`config.mk`:
```
export PLATFORM = sky130hd
export DESIGN_NAME = ibr_bridge
export DESIGN_NICKNAME = d
export VERILOG_FILES = /design/src/rtl/ibr_pkg.sv /design/src/rtl/ibr_sequencer.sv /design/src/rtl/ibr_slow_bank.sv /design/src/rtl/ibr_host_regs.sv /design/src/rtl/ibr_bridge.sv
export SDC_FILE = /design/constraint.sdc
export NUM_CORES = 1
export LEC_CHECK = 0
export ABC_AREA = 1
export CAP_MARGIN = 20
export CORE_AREA = 2 2 358 360
export CTS_BUF_LIST = sky130_fd_sc_hd__clkbuf_8
export DETAILED_ROUTE_END_ITERATION = 8
export DIE_AREA = 0 0 360 362
export PLACE_DENSITY = 0.36
export SYNTH_ARGS = -nofsm -noshare
export SYNTH_HDL_FRONTEND = slang
export SYNTH_HIERARCHICAL = 1
export SYNTH_SLANG_ARGS = --single-unit
```
`constraint.sdc`:
```
create_clock -name clk_i -period 3.97 [get_ports clk_i]
set_clock_uncertainty 0.05 [all_clocks]
set_input_delay 0.794 -clock clk_i [delete_from_list [all_inputs] [get_ports clk_i]]
set_output_delay 0.794 -clock clk_i [all_outputs]
set_load 0.1 [all_outputs]
```
`src/rtl/ibr_pkg.sv`:
```
package ibr_pkg;
  localparam int unsigned HOST_W      = 32;
  localparam int unsigned REG_W       = 16;
  localparam int unsigned WR_FLAG_BIT = 16;
  localparam int unsigned BUSY_BIT    = 31;
  localparam int unsigned STA_REGS    = 3;

  typedef enum logic {
    SEL_CMD  = 1'b0,
    SEL_DATA = 1'b1
  } host_sel_e;
endpackage

```
`src/rtl/ibr_sequencer.sv`:
```
module ibr_sequencer
  import ibr_pkg::*;
#(
  parameter int unsigned IDX_W = 5
) (
  input  logic              clk_i,
  input  logic              rst_ni,
  input  logic              cmd_we_i,
  input  logic              cmd_wr_i,
  input  logic [IDX_W-1:0]  cmd_idx_i,
  input  logic              done_i,
  output logic              launch_o,
  output logic              busy_o,
  output logic              wr_o,
  output logic [IDX_W-1:0]  idx_o,
  output logic [HOST_W-1:0] cmd_rdata_o
);
  logic             busy_q;
  logic             wr_q;
  logic [IDX_W-1:0] idx_q;

  assign launch_o = cmd_we_i & ~busy_q;

  always_ff @(posedge clk_i or negedge rst_ni) begin
    if (!rst_ni) begin
      busy_q <= 1'b0;
      wr_q   <= 1'b0;
      idx_q  <= '0;
    end else if (launch_o) begin
      busy_q <= 1'b1;
      wr_q   <= cmd_wr_i;
      idx_q  <= cmd_idx_i;
    end else if (done_i) begin
      busy_q <= 1'b0;
    end
  end

  always_comb begin
    cmd_rdata_o              = '0;
    cmd_rdata_o[IDX_W-1:0]   = idx_q;
    cmd_rdata_o[WR_FLAG_BIT] = wr_q;
    cmd_rdata_o[BUSY_BIT]    = busy_q;
  end

  assign busy_o = busy_q;
  assign wr_o   = wr_q;
  assign idx_o  = idx_q;
endmodule

```
`src/rtl/ibr_slow_bank.sv`:
```
module ibr_slow_bank
  import ibr_pkg::*;
#(
  parameter int unsigned NUM_REGS = 32,
  parameter int unsigned LATENCY  = 16,
  parameter int unsigned STA_BASE = 4
) (
  input  logic                        clk_i,
  input  logic                        rst_ni,
  input  logic                        start_i,
  input  logic                        wr_i,
  input  logic [$clog2(NUM_REGS)-1:0] idx_i,
  input  logic [REG_W-1:0]            wdata_i,
  output logic                        done_o,
  output logic [REG_W-1:0]            rdata_o,
  output logic [STA_REGS*REG_W-1:0]   station_o
);
  localparam int unsigned IDX_W = $clog2(NUM_REGS);
  localparam int unsigned CNT_W = $clog2(LATENCY + 1);

  logic             active_q;
  logic [CNT_W-1:0] cnt_q;
  logic             op_wr_q;
  logic [IDX_W-1:0] op_idx_q;
  logic [REG_W-1:0] op_wdata_q;
  logic [REG_W-1:0] mem_q [NUM_REGS];

  always_ff @(posedge clk_i or negedge rst_ni) begin
    if (!rst_ni) begin
      active_q   <= 1'b0;
      cnt_q      <= '0;
      op_wr_q    <= 1'b0;
      op_idx_q   <= '0;
      op_wdata_q <= '0;
    end else if (start_i) begin
      active_q   <= 1'b1;
      cnt_q      <= CNT_W'(LATENCY - 1);
      op_wr_q    <= wr_i;
      op_idx_q   <= idx_i;
      op_wdata_q <= wdata_i;
    end else if (active_q) begin
      if (cnt_q == '0) active_q <= 1'b0;
      else             cnt_q    <= cnt_q - 1'b1;
    end
  end

  assign done_o = active_q && (cnt_q == '0);

  always_ff @(posedge clk_i or negedge rst_ni) begin
    if (!rst_ni) begin
      for (int i = 0; i < NUM_REGS; i++) mem_q[i] <= '0;
    end else if (done_o && op_wr_q) begin
      mem_q[op_idx_q] <= op_wdata_q;
    end
  end

  assign rdata_o = mem_q[op_idx_q];

  // earlier octet sits in the high byte, first register at the top
  for (genvar k = 0; k < STA_REGS; k++) begin : g_sta
    assign station_o[(STA_REGS-k)*REG_W-1 -: REG_W] = mem_q[STA_BASE+k];
  end
endmodule

```
`src/rtl/ibr_host_regs.sv`:
```
module ibr_host_regs
  import ibr_pkg::*;
(
  input  logic              clk_i,
  input  logic              rst_ni,
  input  host_sel_e         sel_i,
  input  logic              data_we_i,
  input  logic [REG_W-1:0]  wdata_i,
  input  logic              capture_i,
  input  logic [REG_W-1:0]  capture_data_i,
  input  logic [HOST_W-1:0] cmd_rdata_i,
  output logic [REG_W-1:0]  data_o,
  output logic [HOST_W-1:0] hrdata_o
);
  logic [REG_W-1:0] data_q;

  always_ff @(posedge clk_i or negedge rst_ni) begin
    if (!rst_ni)        data_q <= '0;
    else if (capture_i) data_q <= capture_data_i;
    else if (data_we_i) data_q <= wdata_i;
  end

  assign data_o   = data_q;
  assign hrdata_o = (sel_i == SEL_DATA) ? {{(HOST_W-REG_W){1'b0}}, data_q} : cmd_rdata_i;
endmodule

```
`src/rtl/ibr_bridge.sv`:
```
module ibr_bridge
  import ibr_pkg::*;
#(
  parameter int unsigned NUM_REGS = 32,
  parameter int unsigned LATENCY  = 16,
  parameter int unsigned STA_BASE = 4
) (
  input  logic        clk_i,
  input  logic        rst_ni,
  input  logic        hsel_i,
  input  logic        hwrite_i,
  input  logic        hoff_i,
  input  logic [31:0] hwdata_i,
  output logic [31:0] hrdata_o,
  output logic [47:0] station_addr_o
);
  localparam int unsigned IDX_W = $clog2(NUM_REGS);

  host_sel_e         sel_w;
  logic              cmd_we_w, data_we_w;
  logic              launch_w, busy_w, done_w, op_wr_w;
  logic [IDX_W-1:0]  op_idx_w;
  logic [HOST_W-1:0] cmd_rdata_w;
  logic [REG_W-1:0]  data_w, bank_rdata_w;
  logic              unused_hwdata;

  assign sel_w         = host_sel_e'(hoff_i);
  assign cmd_we_w      = hsel_i & hwrite_i & (sel_w == SEL_CMD);
  assign data_we_w     = hsel_i & hwrite_i & (sel_w == SEL_DATA);
  assign unused_hwdata = ^hwdata_i[31:WR_FLAG_BIT+1];

  ibr_sequencer #(.IDX_W(IDX_W)) i_seq (
    .clk_i       (clk_i),
    .rst_ni      (rst_ni),
    .cmd_we_i    (cmd_we_w),
    .cmd_wr_i    (hwdata_i[WR_FLAG_BIT]),
    .cmd_idx_i   (hwdata_i[IDX_W-1:0]),
    .done_i      (done_w),
    .launch_o    (launch_w),
    .busy_o      (busy_w),
    .wr_o        (op_wr_w),
    .idx_o       (op_idx_w),
    .cmd_rdata_o (cmd_rdata_w)
  );

  ibr_slow_bank #(.NUM_REGS(NUM_REGS), .LATENCY(LATENCY), .STA_BASE(STA_BASE)) i_bank (
    .clk_i     (clk_i),
    .rst_ni    (rst_ni),
    .start_i   (launch_w),
    .wr_i      (hwdata_i[WR_FLAG_BIT]),
    .idx_i     (hwdata_i[IDX_W-1:0]),
    .wdata_i   (data_w),
    .done_o    (done_w),
    .rdata_o   (bank_rdata_w),
    .station_o (station_addr_o)
  );

  ibr_host_regs i_regs (
    .clk_i          (clk_i),
    .rst_ni         (rst_ni),
    .sel_i          (sel_w),
    .data_we_i      (data_we_w),
    .wdata_i        (hwdata_i[REG_W-1:0]),
    .capture_i      (done_w & ~op_wr_w),
    .capture_data_i (bank_rdata_w),
    .cmd_rdata_i    (cmd_rdata_w),
    .data_o         (data_w),
    .hrdata_o       (hrdata_o)
  );
endmodule

```
==> run metrics <==
Worst Hold Class=reg2reg; Cells after Synth=4222; NetSw=8840 uW; switching power share of the total=between 40% and 50%; final net count=4242; Worst R2R Setup Slack=between 900 and 1000 ps; DR iter-0 viols=about 2100; endpoints failing hold=0; CP Data Arrival Time=2450 ps; H-tree depth=3; sequential power share=a little under two fifths; vias=approximately 27000; final hold slack=417 ps; CP max FO=3; CP endpoint=station_addr_o[5]; CTS Buffer Depth=3; Layout area overhead=14.7%; placer's final routability congestion estimate=0.792; worst flop-to-flop path startpoint=i_bank/op_idx_q[0]; max-slew violations=14; clk root buf=clkbuf_8; failing checks=max-slew violations; Finish-stage setup viols=0; Worst path depth=1; cell breakdown of the critical path=clkdlybuf4s50_1; CP endpoint kind=primary output; row cnt=131; GRT Total Usage=between 10% and 20%; number of max-cap violations=0; setup TNS=0 ps; Int Pwr=10700 uW; Worst path slowest cell=clkdlybuf4s50_1; RSZ-0062 raised after global routing=false; I/O pin count=117; port bufs=87; Max Clk Rate=303 MHz; Critical Path RT=3130 ps; die area=130000 um^2; Yosys warnings=6; Post CTS Setup Buffer Count=0; wire per inst=approximately 20 um; largest net degree at the start of global routing=88; Tmin final=between 3000 and 4000 ps; first-pass GRT wire length=between 150000 and 200000 um; PwrDens=approximately 560 nW/um^2; status=finished, violations left; Crit. Startpoint=i_bank/station_o[5]; share of layout cells above drive strength 1=9.82%; clk sinks=563; vias in the first global route=26300; Clk pwr share=between 30 and 40%; total leakage power=0.0193 uW; most frequent cells in the layout=nand2_1 (2506), nand3_1 (555), dfrtp_1 (545); CTS tree=built; Die W=360 um; global route overflow=0; top cell family by delay on the critical path=buffers and inverters; DRC Markers=0; Max VDD drop=0.000400 V; crit path launch type=register; Post-Syn Area=~30000 um^2; number of buffers and inverters on the critical path=1; Detail Placement HPWL=approximately 75000 um; crit path kind=reg2out; Pwr Total=about 20000 uW; FILL cells=14200; max_slew headroom=-15.2%; leading cell type in the layout, fill and taps excluded=nand2_1; core footprint=127000 um^2; initial antenna violation count=5; post-route ant nets=0; drt first pass iters=5; Die Y=362 um; slowest stage delay, CP=1170 ps; Via density=4.46; R2R depth=7; worst r2r dst=i_bank/mem_q[215]; Avg Cell Area, Syn=7.13 um^2; Routed WL=about 120000 um; Clk Latency, worst-skew pair=roughly 820 ps; Starting Density=23.8%; worst slew pin tran=1720 ps; CTS buffer count=111; Worst-path clk slew=60 ps; fin crit share=83.0%; Comb pwr share=31.4%
-- registers in the layout, summed over array words and instances (netlist names) --
name and cells:
i_seq/idx_o 5, i_bank/op_idx_q 5, i_bank/active_q 1, i_bank/cnt_q 5, i_bank/mem_q 464, i_regs/data_o 16
i_seq/busy_o 1, i_bank/station_o 48, i_seq/wr_o 1, i_bank/op_wr_q 1, i_bank/op_wdata_q 16
-- power groups by stage --
stage / clock (uW) / sequential (uW) / combinational, uW
after floorplan: 0 / 6400 / 4020
after global placement: 0 / 7490 / 6130
after detailed placement: 0 / 7490 / 6140
after CTS: 6300 / 7390 / 6150
after global routing: 6500 / 7360 / 6560
final: 6060 / 7310 / 6120
-- metal layers --
layer	track usage, %	up-vias	part of all wire [%]
met2	29.5	478	46
met3	2.73	177	3.9
met4	5.38	0	2.7
met1	25.9	12900	48
met5	0	-	0
li1	-	12900	-
-- area by class of cell --
class | count | area [um^2] | share of cell area, %
flip-flops and latches | 563 | 14100 | 40.9
clock inverters | 47 | 204 | 0.591
repair buffers | 221 | 2360 | 6.85
clock buffers | 147 | 2020 | 5.86
multi-input cells | 3249 | 13500 | 39.0
diodes | 4 | 10.0 | 0.0290
inverters | 58 | 245 | 0.710
well taps | 1662 | 2080 | 6.02
-- metrics by stage --
step / instance area (um^2) / instances / setup slack (ps) / util, %
6_report: 34500 / 5951 / 675 / 27.2
3_5_place_dp: 32300 / 5751 / 774 / 25.5
5_1_grt: 34500 / 5950 / 574 / 27.2
4_1_cts: 34500 / 5946 / 569 / 27.2
2_1_floorplan: 30200 / 4246 / 65.3 / -
3_3_place_gp: 32300 / 5751 / 793 / 25.5
-- timing repair --
item,in CTS,in global routing
resized for setup,0,0
hold buffers,1,0
endpoints found under the hold margin,54,0
-- worst min-delay path by stage --
stage | start | cells after the start | slack (ps) | endpoint
2_1_floorplan | i_seq/idx_o[0] | 2 | 390 | i_seq/idx_o[0]
3_3_place_gp | i_bank/mem_q[464] | 2 | 400 | i_bank/mem_q[464]
3_5_place_dp | i_bank/mem_q[141] | 2 | 410 | i_bank/mem_q[141]
4_1_cts | hwdata_i[14] | 3 | 410 | i_regs/data_o[14]
5_1_grt | i_bank/mem_q[156] | 2 | 440 | i_bank/mem_q[156]
6_report | i_bank/mem_q[207] | 2 | 420 | i_bank/mem_q[207]
(Power assumes the default switching activity.)
